==> config.mk <==
export PLATFORM = sky130hd
export DESIGN_NAME = seg_xlate
export DESIGN_NICKNAME = d
export VERILOG_FILES = /design/src/rtl/seg_xlate_pkg.sv /design/src/rtl/seg_desc_table.sv /design/src/rtl/seg_sreg_file.sv /design/src/rtl/seg_check.sv /design/src/rtl/seg_xlate.sv
export SDC_FILE = /design/constraint.sdc
export NUM_CORES = 2
export LEC_CHECK = 0
export ABC_AREA = 1
export BUFFER_PORTS_ARGS = -buffer_cell sky130_fd_sc_hd__buf_4
export CORE_MARGIN = 8
export CORE_UTILIZATION = 40
export CTS_CLUSTER_DIAMETER = 120
export DETAILED_ROUTE_END_ITERATION = 8
export PLACE_DENSITY_LB_ADDON = 0.25
export SYNTH_ARGS = -nofsm -noshare
export SYNTH_HDL_FRONTEND = slang
export SYNTH_SLANG_ARGS = --single-unit
export TNS_END_PERCENT = 50
==> constraint.sdc <==
create_clock -name clk_i -period 4.7 [get_ports clk_i]
set_clock_uncertainty 0.1 [all_clocks]
set_input_delay 0.94 -clock clk_i [delete_from_list [all_inputs] [get_ports clk_i]]
set_output_delay 0.94 -clock clk_i [all_outputs]
set_load 0.005 [all_outputs]
==> src/rtl/seg_xlate_pkg.sv <==
package seg_xlate_pkg;
  localparam int SEL_W    = 16;
  localparam int OFF_W    = 32;
  localparam int PL_W     = 2;
  localparam int NUM_SREG = 6;
  localparam int SLOT_W   = 3;

  typedef enum logic [2:0] {
    FLT_NONE  = 3'd0,
    FLT_NULL  = 3'd1,
    FLT_RANGE = 3'd2,
    FLT_PRIV  = 3'd3,
    FLT_LIMIT = 3'd4
  } fault_e;

  typedef enum logic [1:0] {
    ACC_FETCH = 2'd0,
    ACC_STACK = 2'd1,
    ACC_DATA  = 2'd2,
    ACC_DATA2 = 2'd3
  } acc_e;

  typedef struct packed {
    logic [OFF_W-1:0] base;
    logic [OFF_W-1:0] limit;
    logic [PL_W-1:0]  dpl;
  } desc_t;
endpackage

==> src/rtl/seg_desc_table.sv <==
module seg_desc_table
  import seg_xlate_pkg::*;
#(
  parameter int DEPTH = 8,
  localparam int IDX_W = (DEPTH > 1) ? $clog2(DEPTH) : 1
) (
  input  logic             clk_i,
  input  logic             rst_ni,
  input  logic             we_i,
  input  logic [IDX_W-1:0] widx_i,
  input  desc_t            wdata_i,
  input  logic [IDX_W-1:0] ridx_i,
  output desc_t            rdata_o
);
  desc_t ent_q [DEPTH];

  for (genvar e = 0; e < DEPTH; e++) begin : g_ent
    always_ff @(posedge clk_i or negedge rst_ni) begin
      if (!rst_ni)                                  ent_q[e] <= '0;
      else if (we_i && widx_i == IDX_W'(e))         ent_q[e] <= wdata_i;
    end
  end

  always_comb begin
    rdata_o = '0;
    for (int e = 0; e < DEPTH; e++)
      if (ridx_i == IDX_W'(e)) rdata_o = ent_q[e];
  end
endmodule

==> src/rtl/seg_sreg_file.sv <==
module seg_sreg_file
  import seg_xlate_pkg::*;
(
  input  logic              clk_i,
  input  logic              rst_ni,
  input  logic              we_i,
  input  logic [SLOT_W-1:0] wslot_i,
  input  logic [SEL_W-1:0]  wval_i,
  input  acc_e              kind_i,
  input  logic              ovr_en_i,
  input  logic [SLOT_W-1:0] ovr_slot_i,
  output logic [SEL_W-1:0]  sel_o
);
  localparam logic [SLOT_W-1:0] SLOT_CODE  = SLOT_W'(0);
  localparam logic [SLOT_W-1:0] SLOT_STACK = SLOT_W'(1);
  localparam logic [SLOT_W-1:0] SLOT_DATA  = SLOT_W'(2);

  logic [SEL_W-1:0]  sreg_q [NUM_SREG];
  logic [SLOT_W-1:0] rslot;

  for (genvar s = 0; s < NUM_SREG; s++) begin : g_sreg
    always_ff @(posedge clk_i or negedge rst_ni) begin
      if (!rst_ni)                               sreg_q[s] <= '0;
      else if (we_i && wslot_i == SLOT_W'(s))    sreg_q[s] <= wval_i;
    end
  end

  always_comb begin
    unique case (kind_i)
      ACC_FETCH: rslot = SLOT_CODE;
      ACC_STACK: rslot = SLOT_STACK;
      default:   rslot = (ovr_en_i && ovr_slot_i < SLOT_W'(NUM_SREG)) ? ovr_slot_i : SLOT_DATA;
    endcase
  end

  always_comb begin
    sel_o = '0;
    for (int s = 0; s < NUM_SREG; s++)
      if (rslot == SLOT_W'(s)) sel_o = sreg_q[s];
  end
endmodule

==> src/rtl/seg_check.sv <==
module seg_check
  import seg_xlate_pkg::*;
#(
  parameter int DEPTH = 8
) (
  input  logic [SEL_W-1:0] sel_i,
  input  logic [OFF_W-1:0] off_i,
  input  logic [PL_W-1:0]  cpl_i,
  input  desc_t            desc_i,
  output fault_e           fault_o,
  output logic [OFF_W-1:0] lin_o
);
  localparam int IW = SEL_W - 3;

  logic [IW-1:0]   idx;
  logic            ti;
  logic [PL_W-1:0] rpl, eff;
  logic            in_range;

  assign idx      = sel_i[SEL_W-1:3];
  assign ti       = sel_i[2];
  assign rpl      = sel_i[1:0];
  assign eff      = (cpl_i > rpl) ? cpl_i : rpl;
  assign in_range = {{(32-IW){1'b0}}, idx} < 32'(DEPTH);

  always_comb begin
    lin_o = '0;
    if (!ti && idx == '0)           fault_o = FLT_NULL;
    else if (!in_range)             fault_o = FLT_RANGE;
    else if (eff > desc_i.dpl)      fault_o = FLT_PRIV;
    else if (off_i > desc_i.limit)  fault_o = FLT_LIMIT;
    else begin
      fault_o = FLT_NONE;
      lin_o   = desc_i.base + off_i;
    end
  end
endmodule

==> src/rtl/seg_xlate.sv <==
module seg_xlate
  import seg_xlate_pkg::*;
#(
  parameter int TBL_DEPTH = 8,
  localparam int IDX_W = (TBL_DEPTH > 1) ? $clog2(TBL_DEPTH) : 1
) (
  input  logic             clk_i,
  input  logic             rst_ni,
  input  logic             desc_we_i,
  input  logic             desc_tbl_i,
  input  logic [IDX_W-1:0] desc_idx_i,
  input  logic [31:0]      desc_base_i,
  input  logic [31:0]      desc_limit_i,
  input  logic [1:0]       desc_dpl_i,
  input  logic             sreg_we_i,
  input  logic [2:0]       sreg_slot_i,
  input  logic [15:0]      sreg_val_i,
  input  logic             req_valid_i,
  output logic             req_ready_o,
  input  logic [1:0]       req_kind_i,
  input  logic             req_seg_en_i,
  input  logic [2:0]       req_seg_i,
  input  logic [31:0]      req_off_i,
  input  logic [1:0]       req_cpl_i,
  output logic             rsp_valid_o,
  output logic [31:0]      rsp_lin_o,
  output logic [2:0]       rsp_fault_o
);
  desc_t            wdesc;
  desc_t            tbl_rd [2];
  desc_t            cur_desc;
  logic [SEL_W-1:0] cur_sel;
  fault_e           chk_fault;
  logic [OFF_W-1:0] chk_lin;
  logic             rdy_q;

  assign wdesc = '{base: desc_base_i, limit: desc_limit_i, dpl: desc_dpl_i};

  seg_sreg_file u_sregs (
    .clk_i      (clk_i),
    .rst_ni     (rst_ni),
    .we_i       (sreg_we_i),
    .wslot_i    (sreg_slot_i),
    .wval_i     (sreg_val_i),
    .kind_i     (acc_e'(req_kind_i)),
    .ovr_en_i   (req_seg_en_i),
    .ovr_slot_i (req_seg_i),
    .sel_o      (cur_sel)
  );

  // table 0 global, table 1 local
  for (genvar t = 0; t < 2; t++) begin : g_tbl
    seg_desc_table #(.DEPTH(TBL_DEPTH)) u_tbl (
      .clk_i   (clk_i),
      .rst_ni  (rst_ni),
      .we_i    (desc_we_i && (desc_tbl_i == 1'(t))),
      .widx_i  (desc_idx_i),
      .wdata_i (wdesc),
      .ridx_i  (cur_sel[3 +: IDX_W]),
      .rdata_o (tbl_rd[t])
    );
  end

  assign cur_desc = cur_sel[2] ? tbl_rd[1] : tbl_rd[0];

  seg_check #(.DEPTH(TBL_DEPTH)) u_check (
    .sel_i   (cur_sel),
    .off_i   (req_off_i),
    .cpl_i   (req_cpl_i),
    .desc_i  (cur_desc),
    .fault_o (chk_fault),
    .lin_o   (chk_lin)
  );

  always_ff @(posedge clk_i or negedge rst_ni) begin
    if (!rst_ni) rdy_q <= 1'b0;
    else         rdy_q <= 1'b1;
  end
  assign req_ready_o = rdy_q;

  always_ff @(posedge clk_i or negedge rst_ni) begin
    if (!rst_ni) begin
      rsp_valid_o <= 1'b0;
      rsp_lin_o   <= '0;
      rsp_fault_o <= '0;
    end else begin
      rsp_valid_o <= req_valid_i && rdy_q;
      if (req_valid_i && rdy_q) begin
        rsp_lin_o   <= chk_lin;
        rsp_fault_o <= chk_fault;
      end
    end
  end
endmodule

# Yosys cells after proc, flatten, opt, wreduce, memory -nomap -nowiden
# Index checks and enable logic that the tools add are counted.
# Widths: inputs -> output; s select.
word_totals:
  ff_bits: 1189
  latch_bits: 0
  ram_bits: 0
  mem_bits_ro: 0
  input_bits: 134
  memories: 0
op_classes:
  add_sub_neg: 1
  multipliers: 0
  n_div: 0
  magnitude_cmp: 5
  n_eq_ne: 25
  shifts: 0
  muxes: 34
  bitwise_logic: 1
  n_reduce_logical: 34
op_table:
  columns: ["cell", "count"]
  rows:
  - ["$mux 66", 17]
  - ["$mux 32", 4]
  - ["$mux 16", 6]
  - ["$eq 3x3->1 const B", 12]
  - ["$add 32x32->32", 1]
  - ["$gt 32x32->1", 1]
  - ["$logic_and 1x1->1", 27]
  - ["$eq 3x2->1 const B", 8]
  - ["$mux 3", 5]
  - ["$logic_not 13->1", 1]
  - ["$lt 13x4->1 const B", 1]
  - ["$eq 3x1->1 const B", 4]
  - ["$logic_not 3->1", 4]
  - ["$pmux 3 s2", 1]
  - ["$gt 2x2->1", 2]
  - ["$lt 3x3->1 const B", 1]
  - ["$eq 2x1->1 const B", 1]
  - ["$logic_not 2->1", 1]
  - ["$mux 2", 1]
  - ["$logic_not 1->1", 1]
  - ["$not 1->1", 1]

# Depth between registers and ports, before layout
logic_depth:
  ltp_word: 26
  depth_mapped: 37
  ltp_nobuf: 36

# Hierarchy
# From an unflattened synthesis, not the netlist that was laid out.
unflattened:
  hier_cells: 6920
  area_unflattened_um2: 56347.8
modules_own_cells:
  columns: ["module", "instances", "cells_each", "area_each_um2", "seq_area_each_um2"]
  rows:
  - ["seg_desc_table at g_tbl[1].u_tbl", 1, 2687, 23080.9, 13212.7]
  - ["seg_desc_table at g_tbl[0].u_tbl", 1, 2687, 23063.4, 13212.7]
  - ["seg_sreg_file", 1, 532, 4388.0, 2402.3]
  - ["seg_check", 1, 642, 3423.3, 0.0]
  - ["seg_xlate", 1, 372, 2392.3, 925.9]

# Least setup slack after synthesis
# OpenSTA, ideal clock, no wires.
synth_path:
  path_type: "input -> register"
  start: "input port req_seg_i[1]"
  end: "register rsp_lin_o[22]"
  setup_time_ns: 0.076
  t_arrival_ns: 4.811
  path_slack_ns: -0.287
  stages: 28
  n_path_buf: 2
  cell_sequence: "inv_2 > nand2_1 > nor2_2 > inv_1 > nor2_4 > inv_2 > o22ai_2 > nand3_2 > inv_2 > buf_2 > clkbuf_1 > a21oi_1 > nand2_1 > nand2_1 > ha_1 > fa_1 > nand3_1 > and2_1 > inv_1 > a21oi_1 > o21ai_0 > a21oi_1 > inv_1 > a21boi_0 > o21ai_0 > nand2_1 > nand2_1 > o21ai_1"
synth_between:
  elab_chain_cells: 26
synth_lines:
  columns: ["element", "line_no", "text"]
  rows:
  - ["from (decl)", "seg_xlate.sv:22", "input logic [2:0] req_seg_i,"]
  - ["$lt 3x3->1", "seg_sreg_file.sv:32", "default: rslot = (ovr_en_i && ovr_slot_i < SLOT_W'(NUM_SREG)) ? ovr_slot_i : SLOT_DATA;"]
  - ["$logic_and 1x1->1", "seg_sreg_file.sv:32", null]
  - ["$mux 3 (*)", "seg_sreg_file.sv:32", null]
  - ["$pmux 3 s2 (*)", "seg_sreg_file.sv:29", "unique case (kind_i)"]
  - ["$logic_not 3->1", "seg_sreg_file.sv:39", "if (rslot == SLOT_W'(s)) sel_o = sreg_q[s];"]
  - ["$mux 16 (5 in series)", "seg_sreg_file.sv:39", null]
  - ["$mux 16 (*)", "seg_sreg_file.sv:39", null]
  - ["$logic_not 3->1", "seg_desc_table.sv:27", "if (ridx_i == IDX_W'(e)) rdata_o = ent_q[e];"]
  - ["$mux 66 (8 in series)", "seg_desc_table.sv:27", null]
  - ["$mux 66", "seg_xlate.sv:64", "assign cur_desc = cur_sel[2] ? tbl_rd[1] : tbl_rd[0];"]
  - ["$add 32x32->32 / $gt 32x32->1 (equally long branches)", "seg_check.sv:34, seg_check.sv:31", null]
  - ["$mux 32", "seg_check.sv:31", "else if (off_i > desc_i.limit) fault_o = FLT_LIMIT;"]
  - ["$mux 32", "seg_check.sv:30", "else if (eff > desc_i.dpl) fault_o = FLT_PRIV;"]
  - ["$mux 32", "seg_check.sv:29", "else if (!in_range) fault_o = FLT_RANGE;"]
  - ["$mux 32 (*)", "seg_check.sv:28", "if (!ti && idx == '0) fault_o = FLT_NULL;"]
  - ["to (signal assigned)", "seg_xlate.sv:89", "rsp_lin_o <= chk_lin;"]
  - ["to (decl)", "seg_xlate.sv:26", "output logic [31:0] rsp_lin_o,"]
# Mark *: on every way between the ends. The rest lies on a longest branch, timed or not.
# A chain may end at the register's enable or synchronous reset.

# Worst setup path in the final report
layout_path:
  start: "input port req_seg_i[1]"
  end: "register rsp_lin_o[15]"
# Same word-level chain as after synthesis.

==> results.yml <==
die:
  pin_count: 171
  core_area_mm2: 0.1330
  die_area_mm2: 0.1454
  row_count: 134
  initial_core_util_pct: 40.14
  die_x_um: 381.3
  chipHeight_um: 381.3
placed_design:
  numPortBuffers: 170
  dp.cells: 8318
  place_congestion: 0.8894
  pre_cts_slack_ps: -1469
  dp_hpwl_um: 114700
  post_dp_cell_area_mm2: 0.05924
cts:
  htreeDepth: 4
  cts_buffer_depth: 3
  cts_made_buffers: 132
  cts_tree: "done"
  cts-root-buf: "clkbuf_16"
  clkLatencyLatePin_ps: 760
  cts.clk_slew.worst_paths_ps: 50
  cts.sinks: 1189
grt:
  gr-total-overflow: 0
  grt_pass1_wl_um: 277900
  antenna_found_initial: 12
  grt_usage_pct: 24.35
  grt_max_degree: 133
  first_global_vias: 45295
critical_path:
  crit_arrival_ps: 5370
  critPathMaxFanout: 7
  r2r_start: "u_sregs.sreg_q[51]"
  critical_path.endpoint: "rsp_lin_o[15]"
  cpPeakStageDelay_ps: 340
  r2r_end: "rsp_lin_o[15]"
  critical_path_class: "primary input to flip-flop"
  rrSetupSlack_ps: 110
  startpoint_type: "primary input"
  cp_common_cell: "nand2_2"
  crit_start: "req_seg_i[1]"
  reg2reg_depth: 31
  slowest_stage: "nor4_4"
  endpoint_kind: "flip-flop"
  cp.required_ps: 5280
detailed_routing:
  num_vias: 46212
  drtPass1Iterations: 6
  drt-total-wl_um: 181900
  vias_per_cell: 5.364
  drc: 0
  wl_per_cell_um: 21.11
  antenna_left: 0
  drt-initial-drc-count: 4520
synthesis:
  ys_seq_area_share_pct: 55.75
  ys_top_cells_by_count: "1885 x nand2_1, 1189 x dfrtp_1, 1026 x o21ai_0"
  synth-seq-cells: 1189
  synth_xor_area_share_pct: 0.2134
  synthMuxAreaShare_pct: 0
  synthAdderAreaFrac_pct: 1.632
  synth_fp_nets: 6624
  yosys_warnings: 0
  ys_types: 58
  synth-compound-area-share_pct: 17.30
  synth_flop_cell: "dfrtp_1"
  synth_top_area_cell: "dfrtp_1"
  synthTopCellsByArea: "dfrtp_1 56%, nand2_1 13%, o21ai_0 9.6%"
  synth-edff-count: 0
  syn_area_mm2: 0.05336
  synthCells: 6421
  synth_top_area_share_pct: 55.75
  synth-simple-area-share_pct: 19.12
  syn_area_per_cell_um2: 8.311
  async_flop_share_pct: 100.0
  yosysMostFrequentCell: "nand2_1"
  synth_top_family_by_area: "simple AND/OR/NAND/NOR gates"
sta:
  setup-tns-final_ps: -869.1
  fin_ws_ps: -96.86
  final_hold_viol_count: 0
  rsz0062_at_grt: "yes"
  drv_slew: 0
  whs_ps: 147.0
  fin_crit_ps: 4797
  maxSlewHeadroom_pct: 24.54
  max_freq_mhz: 208.5
  tightest_slew_ps: 1132
  setup_violations: 14
  period_share_pct: 102.1
layout:
  layout.cells.non_filler: 8615
  fin_area_mm2: 0.06558
  utilization_pct: 49.33
  nets: 6946
  drive_gt1_share_pct: 16.03
  area_delta_synth_final_pct: 22.89
power:
  leakage_nw: 30.87
  p_total_mw: 33.42
  vdd_drop_max_mv: 0.4031
  p_per_area_mw_per_mm2: 509.5
status:
  status: "complete, but fails checks"
  violations: "setup timing"
flow_run:
  max-cap-violations: 0
min_path:
  hp-class: "primary input to async pin"
==> cells in the final DEF (no fill, tap or decap), drive strengths merged, types with 3 or more instances in the layout <==
| cell type | count |
|---|---|
| a21o | 4 |
| a21oi | 576 |
| a221oi | 5 |
| a31oi | 6 |
| buf | 631 |
| bufinv | 7 |
| clkbuf | 201 |
| clkinv | 28 |
| clkinvlp | 5 |
| dfrtp | 1189 |
| diode | 4 |
| ha | 68 |
| inv | 366 |
| nand2 | 1889 |
| nand3 | 204 |
| nand4 | 75 |
| nor2 | 347 |
| nor3 | 23 |
| nor4 | 4 |
| o2111ai | 47 |
| o211ai | 3 |
| o21ai | 1098 |
| o21bai | 5 |
| o22ai | 13 |
| o31ai | 6 |
| or2 | 5 |
| xnor2 | 3 |
| xor2 | 10 |
==> layout make-up <==
type / count / area [um2]
multi-input cells: 4414 / 21720
fillers: 12549 / 67370
inverters: 368 / 1438
well taps: 1768 / 2212
clock inverters: 38 / 469.2
diodes: 4 / 10.01
repair buffers: 638 / 6068
flip-flops and latches: 1189 / 29750
clock buffers: 196 / 3911
==> layer usage <==
| metal | vias up | part of all wire (%) | wire (um) | GRT usage, % |
|---|---|---|---|---|
| li1 | 21779 | - | - | - |
| met1 | 22432 | 44 | 79980 | 33.94 |
| met2 | 1645 | 45 | 81340 | 37.77 |
| met3 | 346 | 7.7 | 13930 | 4.715 |
| met4 | 10 | 3.6 | 6540 | 8.908 |
| met5 | - | 0.037 | 68 | 0 |
==> logic make-up after synthesis <==
family,Yosys count
adders and majority gates,69
DFF,1189
and+or+nand+nor,2553
other,1
buffers and inverters,818
AOI/OAI and AO/OA,1778
xor gates and xnor gates,13
==> worst max-delay path: cells and delay by family <==
kind                     cells  cell delay, ps
AND/OR/NAND/NOR             20            2520
buffers and inverters        9            1230
AO/OA/AOI/OAI                4             380
adder cells (fa/ha/maj)      1             280
==> power by group <==
| group | total (mW) | switching (mW) | internal, mW |
|---|---|---|---|
| logic | 9.47 | 5.50 | 3.97 |
| clock network | 10.5 | 4.31 | 6.17 |
| registers | 13.5 | 1.09 | 12.4 |
==> worst min-delay path by stage <==
stage | start | depth (start not counted) | to | slack, ps
finish | rst_ni | 1 | u_sregs.sreg_q[61] | 150
global route | rst_ni | 1 | u_sregs.sreg_q[61] | 160
CTS | rst_ni | 1 | u_sregs.sreg_q[61] | 130
detailed placement | u_sregs.sreg_q[94] | 2 | u_sregs.sreg_q[94] | 370
global placement | u_sregs.sreg_q[95] | 2 | u_sregs.sreg_q[95] | 360
floorplan | u_sregs.sreg_q[36] | 2 | u_sregs.sreg_q[36] | 340
==> state kept, by name (all words and copies together) (netlist names) <==
register / cells
req_ready_o: 1
rsp_lin_o: 32
g_tbl.u_tbl.ent_q: 1056
rsp_valid_o: 1
rsp_fault_o: 3
u_sregs.sreg_q: 96
==> what timing repair did <==
action,CTS,global route
hold buffers,0,0
gates resized for setup,115,196
gates cloned,5,5
setup endpoints to repair,33,33
pin swaps,32,81
buffers inserted,24,27
Note: power is estimated with default switching activity, not from simulation.
